$ cat src/rtl/rob_pkg.sv
package rob_pkg;
    typedef enum logic [1:0] {
        ENT_FREE = 2'd0,
        ENT_WAIT = 2'd1,
        ENT_DONE = 2'd2
    } ent_state_e;
endpackage

$ cat src/rtl/rob_ptrs.sv
// Head/tail pointers and occupancy; DEPTH must be a power of two so that
// the pointers wrap by natural overflow.
module rob_ptrs #(
    parameter int DEPTH = 8,
    parameter int IDX_W = $clog2(DEPTH),
    parameter int CNT_W = $clog2(DEPTH + 1)
) (
    input  logic             clk_i,
    input  logic             rst_ni,
    input  logic             clr_i,
    input  logic             alloc_i,
    input  logic             retire_i,
    output logic [IDX_W-1:0] head_o,
    output logic [IDX_W-1:0] tail_o,
    output logic [CNT_W-1:0] count_o,
    output logic             full_o
);
    logic [IDX_W-1:0] head_q, tail_q;
    logic [CNT_W-1:0] count_q;

    always_ff @(posedge clk_i or negedge rst_ni) begin
        if (!rst_ni) begin
            head_q  <= '0;
            tail_q  <= '0;
            count_q <= '0;
        end else if (clr_i) begin
            head_q  <= '0;
            tail_q  <= '0;
            count_q <= '0;
        end else begin
            if (alloc_i)  tail_q <= tail_q + 1'b1;
            if (retire_i) head_q <= head_q + 1'b1;
            count_q <= count_q + CNT_W'(alloc_i) - CNT_W'(retire_i);
        end
    end

    assign head_o  = head_q;
    assign tail_o  = tail_q;
    assign count_o = count_q;
    assign full_o  = (count_q == CNT_W'(DEPTH));

    AST_NO_OVERFLOW: assert property (@(posedge clk_i) disable iff (!rst_ni)
        count_q <= CNT_W'(DEPTH));
    AST_NO_UNDERFLOW: assert property (@(posedge clk_i) disable iff (!rst_ni)
        retire_i |-> count_q != '0);
    AST_CLEAR_EMPTIES: assert property (@(posedge clk_i) disable iff (!rst_ni)
        clr_i |=> (count_q == '0 && head_q == '0 && tail_q == '0));
endmodule

$ cat src/rtl/rob_entry.sv
module rob_entry
    import rob_pkg::*;
#(
    parameter int XLEN = 32,
    parameter int RW   = 5,
    parameter int CW   = 4
) (
    input  logic            clk_i,
    input  logic            rst_ni,
    input  logic            clr_i,
    input  logic            alloc_i,
    input  logic [RW-1:0]   alloc_rd_i,
    input  logic            wb_hit_i,
    input  logic [XLEN-1:0] wb_data_i,
    input  logic            wb_exc_i,
    input  logic [CW-1:0]   wb_cause_i,
    input  logic            retire_i,
    output ent_state_e      state_o,
    output logic [RW-1:0]   rd_o,
    output logic [XLEN-1:0] data_o,
    output logic            exc_o,
    output logic [CW-1:0]   cause_o
);
    ent_state_e      state_q, state_d;
    logic [RW-1:0]   rd_q;
    logic [XLEN-1:0] data_q;
    logic            exc_q;
    logic [CW-1:0]   cause_q;

    always_comb begin
        state_d = state_q;
        unique case (state_q)
            ENT_FREE: if (alloc_i)  state_d = ENT_WAIT;
            ENT_WAIT: if (wb_hit_i) state_d = ENT_DONE;
            ENT_DONE: if (retire_i) state_d = ENT_FREE;
            default:                state_d = ENT_FREE;
        endcase
        if (clr_i) state_d = ENT_FREE;
    end

    always_ff @(posedge clk_i or negedge rst_ni) begin
        if (!rst_ni) state_q <= ENT_FREE;
        else         state_q <= state_d;
    end

    always_ff @(posedge clk_i or negedge rst_ni) begin
        if (!rst_ni) begin
            rd_q    <= '0;
            data_q  <= '0;
            exc_q   <= 1'b0;
            cause_q <= '0;
        end else if (alloc_i && state_q == ENT_FREE) begin
            rd_q  <= alloc_rd_i;
            exc_q <= 1'b0;
        end else if (wb_hit_i && state_q == ENT_WAIT) begin
            data_q  <= wb_data_i;
            exc_q   <= wb_exc_i;
            cause_q <= wb_cause_i;
        end
    end

    assign state_o = state_q;
    assign rd_o    = rd_q;
    assign data_o  = data_q;
    assign exc_o   = exc_q;
    assign cause_o = cause_q;

    AST_ALLOC_INTO_FREE: assert property (@(posedge clk_i) disable iff (!rst_ni)
        alloc_i |-> state_q == ENT_FREE);
    AST_RETIRE_ONLY_DONE: assert property (@(posedge clk_i) disable iff (!rst_ni)
        retire_i |-> state_q == ENT_DONE);
endmodule

$ cat src/rtl/rob_fwd.sv
// Finds the youngest occupied producer of one source register.
module rob_fwd
    import rob_pkg::*;
#(
    parameter int DEPTH = 8,
    parameter int XLEN  = 32,
    parameter int RW    = 5,
    parameter int IDX_W = $clog2(DEPTH),
    parameter int CNT_W = $clog2(DEPTH + 1)
) (
    input  ent_state_e      state_i [DEPTH],
    input  logic [RW-1:0]   rd_i    [DEPTH],
    input  logic [XLEN-1:0] data_i  [DEPTH],
    input  logic [IDX_W-1:0] head_i,
    input  logic [CNT_W-1:0] count_i,
    input  logic [RW-1:0]   rs_i,
    output logic            busy_o,
    output logic            fwd_o,
    output logic [XLEN-1:0] data_o
);
    always_comb begin
        logic             hit;
        logic             done;
        logic [IDX_W-1:0] idx;
        hit    = 1'b0;
        done   = 1'b0;
        data_o = '0;
        for (int k = 0; k < DEPTH; k++) begin
            idx = head_i + IDX_W'(k);
            if (k < int'(count_i) && rs_i != '0 && rd_i[idx] == rs_i) begin
                hit    = 1'b1;
                done   = (state_i[idx] == ENT_DONE);
                data_o = data_i[idx];
            end
        end
        busy_o = hit && !done;
        fwd_o  = hit && done;
    end
endmodule

$ cat src/rtl/rob_scoreboard.sv
module rob_scoreboard
    import rob_pkg::*;
#(
    parameter int DEPTH = 8,
    parameter int NR_WB = 2,
    parameter int XLEN  = 32,
    parameter int RW    = 5,
    parameter int CW    = 4,
    parameter int IDX_W = $clog2(DEPTH)
) (
    input  logic                   clk_i,
    input  logic                   rst_ni,
    input  logic                   flush_i,
    input  logic                   issue_valid_i,
    input  logic [RW-1:0]          issue_rd_i,
    input  logic [RW-1:0]          issue_rs1_i,
    input  logic [RW-1:0]          issue_rs2_i,
    output logic                   issue_ready_o,
    output logic [IDX_W-1:0]       issue_tag_o,
    output logic                   rs1_busy_o,
    output logic                   rs1_fwd_o,
    output logic [XLEN-1:0]        rs1_data_o,
    output logic                   rs2_busy_o,
    output logic                   rs2_fwd_o,
    output logic [XLEN-1:0]        rs2_data_o,
    input  logic [NR_WB-1:0]       wb_valid_i,
    input  logic [NR_WB*IDX_W-1:0] wb_tag_i,
    input  logic [NR_WB*XLEN-1:0]  wb_data_i,
    input  logic [NR_WB-1:0]       wb_exc_i,
    input  logic [NR_WB*CW-1:0]    wb_cause_i,
    output logic                   commit_valid_o,
    input  logic                   commit_ack_i,
    output logic [RW-1:0]          commit_rd_o,
    output logic [XLEN-1:0]        commit_data_o,
    output logic                   commit_we_o,
    output logic                   commit_exc_o,
    output logic [CW-1:0]          commit_cause_o
);
    localparam int CNT_W = $clog2(DEPTH + 1);

    ent_state_e      ent_state [DEPTH];
    logic [RW-1:0]   ent_rd    [DEPTH];
    logic [XLEN-1:0] ent_data  [DEPTH];
    logic            ent_exc   [DEPTH];
    logic [CW-1:0]   ent_cause [DEPTH];
    logic [DEPTH-1:0] live;

    logic [IDX_W-1:0] head, tail;
    logic [CNT_W-1:0] count;
    logic             full;
    logic             commit_fire, exc_kill, clr, alloc;

    assign commit_fire = commit_valid_o && commit_ack_i;
    assign exc_kill    = commit_fire && commit_exc_o;
    assign clr         = flush_i || exc_kill;
    assign alloc       = issue_valid_i && issue_ready_o && !clr;

    rob_ptrs #(.DEPTH(DEPTH), .IDX_W(IDX_W), .CNT_W(CNT_W)) i_ptrs (
        .clk_i    (clk_i),
        .rst_ni   (rst_ni),
        .clr_i    (clr),
        .alloc_i  (alloc),
        .retire_i (commit_fire),
        .head_o   (head),
        .tail_o   (tail),
        .count_o  (count),
        .full_o   (full)
    );

    for (genvar i = 0; i < DEPTH; i++) begin : g_ent
        logic            hit;
        logic [XLEN-1:0] hdata;
        logic            hexc;
        logic [CW-1:0]   hcause;

        always_comb begin
            hit    = 1'b0;
            hdata  = '0;
            hexc   = 1'b0;
            hcause = '0;
            for (int p = 0; p < NR_WB; p++) begin
                if (wb_valid_i[p] && wb_tag_i[p*IDX_W +: IDX_W] == IDX_W'(i)) begin
                    hit    = 1'b1;
                    hdata  = wb_data_i[p*XLEN +: XLEN];
                    hexc   = wb_exc_i[p];
                    hcause = wb_cause_i[p*CW +: CW];
                end
            end
        end

        rob_entry #(.XLEN(XLEN), .RW(RW), .CW(CW)) i_entry (
            .clk_i      (clk_i),
            .rst_ni     (rst_ni),
            .clr_i      (clr),
            .alloc_i    (alloc && tail == IDX_W'(i)),
            .alloc_rd_i (issue_rd_i),
            .wb_hit_i   (hit),
            .wb_data_i  (hdata),
            .wb_exc_i   (hexc),
            .wb_cause_i (hcause),
            .retire_i   (commit_fire && head == IDX_W'(i)),
            .state_o    (ent_state[i]),
            .rd_o       (ent_rd[i]),
            .data_o     (ent_data[i]),
            .exc_o      (ent_exc[i]),
            .cause_o    (ent_cause[i])
        );

        assign live[i] = (ent_state[i] != ENT_FREE);
    end

    rob_fwd #(.DEPTH(DEPTH), .XLEN(XLEN), .RW(RW), .IDX_W(IDX_W), .CNT_W(CNT_W)) i_fwd_rs1 (
        .state_i (ent_state),
        .rd_i    (ent_rd),
        .data_i  (ent_data),
        .head_i  (head),
        .count_i (count),
        .rs_i    (issue_rs1_i),
        .busy_o  (rs1_busy_o),
        .fwd_o   (rs1_fwd_o),
        .data_o  (rs1_data_o)
    );

    rob_fwd #(.DEPTH(DEPTH), .XLEN(XLEN), .RW(RW), .IDX_W(IDX_W), .CNT_W(CNT_W)) i_fwd_rs2 (
        .state_i (ent_state),
        .rd_i    (ent_rd),
        .data_i  (ent_data),
        .head_i  (head),
        .count_i (count),
        .rs_i    (issue_rs2_i),
        .busy_o  (rs2_busy_o),
        .fwd_o   (rs2_fwd_o),
        .data_o  (rs2_data_o)
    );

    assign issue_ready_o  = !full && !rs1_busy_o && !rs2_busy_o;
    assign issue_tag_o    = tail;

    assign commit_valid_o = (ent_state[head] == ENT_DONE);
    assign commit_rd_o    = ent_rd[head];
    assign commit_data_o  = ent_data[head];
    assign commit_exc_o   = commit_valid_o && ent_exc[head];
    assign commit_cause_o = ent_cause[head];
    assign commit_we_o    = commit_valid_o && !ent_exc[head] && ent_rd[head] != '0;

    AST_LIVE_MATCHES_COUNT: assert property (@(posedge clk_i) disable iff (!rst_ni)
        $countones(live) == int'(count));

    for (genvar p = 0; p < NR_WB; p++) begin : g_wb_chk
        AST_WB_TARGETS_WAITING: assert property (@(posedge clk_i) disable iff (!rst_ni)
            wb_valid_i[p] |-> ent_state[wb_tag_i[p*IDX_W +: IDX_W]] == ENT_WAIT);
    end
endmodule

$ cat config.mk
export PLATFORM = sky130hd
export DESIGN_NAME = rob_scoreboard
export DESIGN_NICKNAME = d
export VERILOG_FILES = /design/src/rtl/rob_pkg.sv /design/src/rtl/rob_ptrs.sv /design/src/rtl/rob_entry.sv /design/src/rtl/rob_fwd.sv /design/src/rtl/rob_scoreboard.sv
export SDC_FILE = /design/constraint.sdc
export NUM_CORES = 2
export LEC_CHECK = 0
export BUFFER_PORTS_ARGS = -buffer_cell sky130_fd_sc_hd__clkbuf_2
export CAP_MARGIN = 5
export CORE_UTILIZATION = 45
export CTS_CLUSTER_DIAMETER = 100
export CTS_CLUSTER_SIZE = 30
export DETAILED_ROUTE_END_ITERATION = 10
export HOLD_SLACK_MARGIN = 0.02
export PLACE_DENSITY_LB_ADDON = 0.1
export REMOVE_ABC_BUFFERS = 1
export SLEW_MARGIN = 30
export SYNTH_ARGS = -nofsm -noshare
export SYNTH_HDL_FRONTEND = slang
export SYNTH_SLANG_ARGS = --single-unit
$ cat constraint.sdc
create_clock -name clk_i -period 19.3 [get_ports clk_i]
set_input_delay 4.825 -clock clk_i [delete_from_list [all_inputs] [get_ports clk_i]]
set_output_delay 4.825 -clock clk_i [all_outputs]
set_load 0.05 [all_outputs]
; After elaboration in Yosys (flattened, before gate mapping)
; Index checks and enable logic that the tools add are counted.
; Widths: inputs -> output; s select.
[word_totals]
ff_bits = 362
in_bits = 102
out_inout_bits = 116
wordCells = 571
[op_classes]
addsub = 10
magnitude_cmp = 16
eq_ne = 93
mux = 251
n_bitwise = 16
n_reduce_logical = 142
[op_table]
columns = op, n
row1 = $mux 32, 48
row2 = $bmux 32 s3, 8
row3 = $bmux 5 s3, 8
row4 = $mux 2, 48
row5 = $logic_and 1x1->1, 93
row6 = $mux 1, 82
row7 = $eq 5x5->1, 16
row8 = $mux 5, 16
row9 = $mux 4, 19
row10 = $ne 3x2->1 const B, 24
row11 = $bmux 2 s3, 8
row12 = $eq 3x3->1 const B, 16
row13 = $pmux 2 s3, 8
row14 = $eq 2x2->1 const B, 16
row15 = $ge 4x4->1 const B, 8
row16 = $not 3->4, 8
row17 = $eq 3x2->1 const B, 8
row18 = $reduce_and 3->1, 8
row19 = $reduce_bool 2->1, 10
row20 = $eq 2x1->1 const B, 8
row21 = $logic_not 2->1, 8
row22 = $lt 3x4->1 const A, 4
row23 = $reduce_and 2->1, 8
row24 = $reduce_bool 5->1, 3
row25 = 16 further kinds, 45

; Logic depth before layout (Yosys ltp)
[depth]
depth_word = 25
mapped_depth = 24
mapped_depth_nobuf = 16

; By module
; From an unflattened synthesis, not the netlist that was laid out.
[hier_totals]
hier_cells = 4410
area_unflattened_um2 = 48141.2
[by_module_without_submodules]
columns = module, instances, cells_each, area_each_um2, seq_area_each_um2
row1 = rob_fwd, 2, 1403, 13540.5, 0.0
row2 = rob_entry, 8, 98, 1789.2, 1101.1
row3 = rob_scoreboard, 1, 772, 6208.5, 0.0
row4 = rob_ptrs, 1, 48, 538.0, 250.2

; Worst setup path before layout
; Ideal clock, no wire load.
[synth_timing]
kind = input to output
startpoint = input issue_rs2_i[3]
endpoint = output rs2_busy_o
arrival_ns = 8.892
required_ns = 14.475
slack_ns = 5.583
path_stages = 10
path_buffers = 1
path_cell_list = clkbuf_1 -> clkinv_1 -> xnor2_2 -> nand3_1 -> or4_4 -> o311a_4 -> o41ai_4 -> nor2_1 -> o31ai_1 -> nor2_1
[synth_via]
elab_chain_cells = 13
elab_cells_between_ends = 43
classes_between = 8 x eq/ne / 16 x mux / 19 x reduce/logical
[synth_lines]
columns = item, line
row1 = start: declaration, rob_scoreboard.sv:17  ; input logic [RW-1:0] issue_rs2_i,
row2 = $reduce_bool 5->1, rob_fwd.sv:30  ; if (k < int'(count_i) && rs_i != '0 && rd_i[idx] == rs_i) begin
row3 = $logic_and 1x1->1 (2 in a row), rob_fwd.sv:30
row4 = $mux 1 (8 in a row), rob_fwd.sv:30
row5 = $logic_not 1->1, rob_fwd.sv:36  ; busy_o = hit && !done;
row6 = $logic_and 1x1->1 *, rob_fwd.sv:36
row7 = end: declaration, rob_scoreboard.sv:23  ; output logic rs2_busy_o,
; Every way passes the cells marked *; elsewhere a longest branch is shown, timed or not.

; Worst setup path in the final report
[layout_timing]
startpoint = input issue_rs1_i[0]
endpoint = output issue_ready_o
[layout_via]
elab_chain_cells = 16
elab_cells_between_ends = 46
classes_between = 8 x eq/ne / 16 x mux / 22 x reduce/logical
[layout_lines]
columns = item, line
row1 = start: declaration, rob_scoreboard.sv:16  ; input logic [RW-1:0] issue_rs1_i,
row2 = $reduce_bool 5->1, rob_fwd.sv:30
row3 = $logic_and 1x1->1 (2 in a row), rob_fwd.sv:30
row4 = $mux 1 (8 in a row), rob_fwd.sv:30
row5 = $logic_not 1->1, rob_fwd.sv:36
row6 = $logic_and 1x1->1 *, rob_fwd.sv:36
row7 = $logic_not 1->1 *, rob_scoreboard.sv:136  ; assign issue_ready_o = !full && !rs1_busy_o && !rs2_busy_o;
row8 = $logic_and 1x1->1 * (2 in a row), rob_scoreboard.sv:136
row9 = end: declaration, rob_scoreboard.sv:18  ; output logic issue_ready_o,
; Marked as above.

==> metrics.txt <==
# TYPE chip_impl_metric gauge
chip_impl_info{name="run_status",value="finished clean"} 1
chip_impl_metric{name="yosysSeqAreaShare",unit=""} 0.259
chip_impl_metric{name="final-hold-violation-count",unit=""} 0
chip_impl_metric{name="worst-endpoint-required",unit="ns"} 14.48
chip_impl_metric{name="synth.cell_area",unit="sq mm"} 0.0349
chip_impl_metric{name="post_dp_cell_area",unit="sq mm"} 0.0363
chip_impl_metric{name="drt.antenna.violating_nets",unit=""} 0
chip_impl_metric{name="synth_seq_cells",unit=""} 362
chip_impl_info{name="cts_tree",value="done"} 1
chip_impl_metric{name="power_density",unit="mW/mm^2"} 96.4
chip_impl_metric{name="initial_standard_cell_utilization_of_the_core",unit=""} 0.457
chip_impl_info{name="synth.top_cells.by_area",value="dfrtp_1, mux4_2, mux2i_1"} 1
chip_impl_metric{name="synthesis.yosys.warnings",unit=""} 0
chip_impl_metric{name="maxClockFrequency",unit="GHz"} 0.0726
chip_impl_metric{name="grt_pass1_wl",unit="um"} 197000
chip_impl_info{name="rsz0062_at_grt",value="false"} 1
chip_impl_info{name="clockRootBuffer",value="clkbuf_16"} 1
chip_impl_metric{name="htree_num_levels",unit=""} 1
chip_impl_metric{name="layout_area_growth_over_synthesis",unit="%"} 7.21
chip_impl_metric{name="worst_slack",unit="ns"} 5.53
chip_impl_info{name="synthTopCellsByCount",value="mux2i_1, dfrtp_1, mux4_2"} 1
chip_impl_metric{name="rows",unit=""} 101
chip_impl_metric{name="layout.filler_cells",unit=""} 7074
chip_impl_metric{name="firstDrtPassIters",unit=""} 6
chip_impl_metric{name="die_w",unit="um"} 281
chip_impl_metric{name="cts.sink_count",unit=""} 362
chip_impl_metric{name="min_period_over_period",unit=""} 0.713
chip_impl_info{name="min_path_type",value="flip-flop to flip-flop"} 1
chip_impl_metric{name="grt_pass1_vias",unit=""} 30156
chip_impl_info{name="critical_path.startpoint_type",value="input port"} 1
chip_impl_metric{name="power.ir.vdd_worst",unit="mV"} 0.0717
chip_impl_metric{name="number_of_pins_with_negative_max_slew_slack_in_the_final_report",unit=""} 0
chip_impl_metric{name="grt_start_max_net_pins",unit=""} 106
chip_impl_info{name="criticalPathCategory",value="input port to output port"} 1
chip_impl_metric{name="post_syn_area_per_cell",unit="sq um"} 10.0
chip_impl_metric{name="synth_cell_types",unit=""} 80
chip_impl_info{name="synth_top_cell_by_area",value="dfrtp_1"} 1
chip_impl_metric{name="design.core.area",unit="sq mm"} 0.0763
chip_impl_info{name="crit_start",value="issue_rs1_i[0]"} 1
chip_impl_metric{name="post-route-min-period",unit="ns"} 13.77
chip_impl_info{name="r2r_start",value="i_ptrs.head_o[1]"} 1
chip_impl_metric{name="cts_buffers",unit=""} 26
chip_impl_metric{name="insertion_delay",unit="ns"} 0.63
chip_impl_metric{name="gp_routability_congestion",unit=""} 0.970
chip_impl_metric{name="whs",unit="ns"} 0.497
chip_impl_metric{name="routed_wl",unit="um"} 134000
chip_impl_info{name="main_synth_ff_type",value="dfrtp_1"} 1
chip_impl_metric{name="vias_per_cell",unit=""} 6.96
chip_impl_metric{name="postLayoutCellArea",unit="sq mm"} 0.0374
chip_impl_metric{name="drv_cap",unit=""} 0
chip_impl_metric{name="relSlewSlack",unit=""} 0.313
chip_impl_metric{name="layout-drive-gt1-share",unit=""} 0.242
chip_impl_metric{name="detailed_place_hpwl",unit="um"} 83900
chip_impl_metric{name="fraction_of_synthesized_cell_area_taken_by_the_top_area_cell_type",unit=""} 0.259
chip_impl_metric{name="top_level_ports",unit=""} 218
chip_impl_metric{name="port_buffers",unit=""} 217
chip_impl_metric{name="die-height",unit="um"} 281
chip_impl_metric{name="fin_skew",unit="ns"} 0.0271
chip_impl_metric{name="detailedRoute.firstIterationViolations",unit=""} 3203
chip_impl_metric{name="grt_util_all_layers",unit=""} 0.333
chip_impl_metric{name="synth_cells",unit=""} 3493
chip_impl_metric{name="cts.repair_timing.setup_buffer_count",unit=""} 0
chip_impl_metric{name="finalSetupViolCount",unit=""} 0
chip_impl_metric{name="asyncSetResetFlopFracSynth",unit=""} 1.00
chip_impl_metric{name="routedWlPerCell",unit="um"} 30.0
chip_impl_metric{name="grt_antenna_before_repair",unit=""} 11
chip_impl_metric{name="worst_ep_arrival_time",unit="ns"} 8.94
chip_impl_metric{name="total_power",unit="W"} 0.00361
chip_impl_metric{name="worst-slew-pin-transition",unit="ns"} 1.03
chip_impl_info{name="post-synth-top-count-cell",value="mux2i_1"} 1
chip_impl_metric{name="cts.repair.resized",unit=""} 0
chip_impl_metric{name="cts.reportedPaths.clkPinSlew",unit="ns"} 0.12
chip_impl_metric{name="vias_after_detailed_routing",unit=""} 30955
chip_impl_metric{name="number_of_enable_flip_flop_cells_after_synthesis",unit=""} 0
chip_impl_info{name="cp_capture_type",value="output port"} 1
chip_impl_metric{name="final_util",unit=""} 0.490
chip_impl_metric{name="overflow",unit=""} 0
chip_impl_metric{name="floorplan.die_area",unit="sq mm"} 0.0787
chip_impl_metric{name="holdBufCountCts",unit=""} 0
chip_impl_metric{name="dp_slack",unit="ns"} 5.39
chip_impl_metric{name="crit_path_max_fanout",unit=""} 67
chip_impl_info{name="min-delay-start",value="g_ent[0].i_entry.cause_o[2]"} 1
chip_impl_metric{name="drc",unit=""} 0
chip_impl_metric{name="leakagePower",unit="nW"} 16.0
chip_impl_metric{name="clock_path_buffers",unit=""} 3
chip_impl_metric{name="finalNetCount",unit=""} 3520
[critical path, cell delays in order]
cell	delay [ns]
clkbuf_2	0.25
nor3_1	0.32
and3_1	0.36
a211oi_1	0.08
o21ai_0	0.24
or3_2	0.16
buf_4	0.71
and4_4	0.84
nor4bb_1	0.34
nor3_2	0.13
nor3_1	0.29
clkbuf_2	0.34
[per-layer routing]
layer,up-vias,track usage,share of wire
li1,13012,-,-
met3,395,0.0678,0.094
met5,-,0,0.00088
met4,18,0.139,0.045
met1,15822,0.441,0.40
met2,1708,0.529,0.46
[worst paths after layout]
check	to	slack, ns	cells past startpoint
max	issue_ready_o	5.53	12
min reg2reg	g_ent[0].i_entry.cause_o[2]	0.50	2
max reg2reg	g_ent[6].i_entry.rd_o[4]	11.15	15
min in group asynchronous	g_ent[5].i_entry.rd_o[2]	4.21	1
max in group asynchronous	g_ent[7].i_entry.data_o[0]	12.99	3
min	g_ent[0].i_entry.cause_o[2]	0.50	2
[final cells by class]
class	instances	area [sq um]	share of cell area
clock buffers	28	689	0.0184
inverters	55	208	0.00555
flip-flops and latches	362	9070	0.242
well taps	1030	1290	0.0344
diodes	3	7.51	0.000201
clock inverters	20	378	0.0101
multi-input cells	2662	24100	0.644
repair buffers	289	1680	0.0450
[placed cells by master (no fill, tap or decap), types with 32 or more instances in the layout]
cell type	count
dfrtp_1	359
a21o_1	35
mux4_2	318
o211ai_1	35
o221ai_1	39
nand2b_1	38
nand2_1	243
inv_1	47
mux2_2	62
o21ai_0	225
a21oi_1	213
xnor2_1	42
mux2i_1	633
clkbuf_2	216
nor2_1	306
a221oi_1	32
buf_4	62
[logic make-up after synthesis]
kind of cell | after synthesis | synth area share
buffers and inverters | 469 | 0.0554
adders and majority gates | 22 | 0.00810
DFF | 362 | 0.259
muxes | 1043 | 0.419
AOI/OAI and AO/OA | 754 | 0.139
and+or+nand+nor | 779 | 0.102
xor gates and xnor gates | 64 | 0.0163
[registers in the layout (all words and copies together), names as in the netlist]
name	cells
g_ent.i_entry.data_o	256
g_ent.i_entry.rd_o	40
g_ent.i_entry.cause_o	32
g_ent.i_entry.state_o	16
g_ent.i_entry.exc_o	8
i_ptrs.count_o	4
i_ptrs.head_o	3
i_ptrs.tail_o	3
[stage by stage]
step,std cells,TNS (ns)
2_1_floorplan,3079,-1106.43
3_3_place_gp,4397,0
3_5_place_dp,4398,0
4_1_cts,4446,0
5_1_grt,4447,0
6_report,4449,0
[report_power, final]
| part | internal, W | total [W] | switching (W) |
|---|---|---|---|
| clock | 0.000299 | 0.000687 | 0.000388 |
| sequential | 0.000970 | 0.00127 | 0.000304 |
| combinational | 0.000705 | 0.00165 | 0.000941 |
| total | 0.00197 | 0.00361 | 0.00163 |
Note: power is estimated with default switching activity, not from simulation.
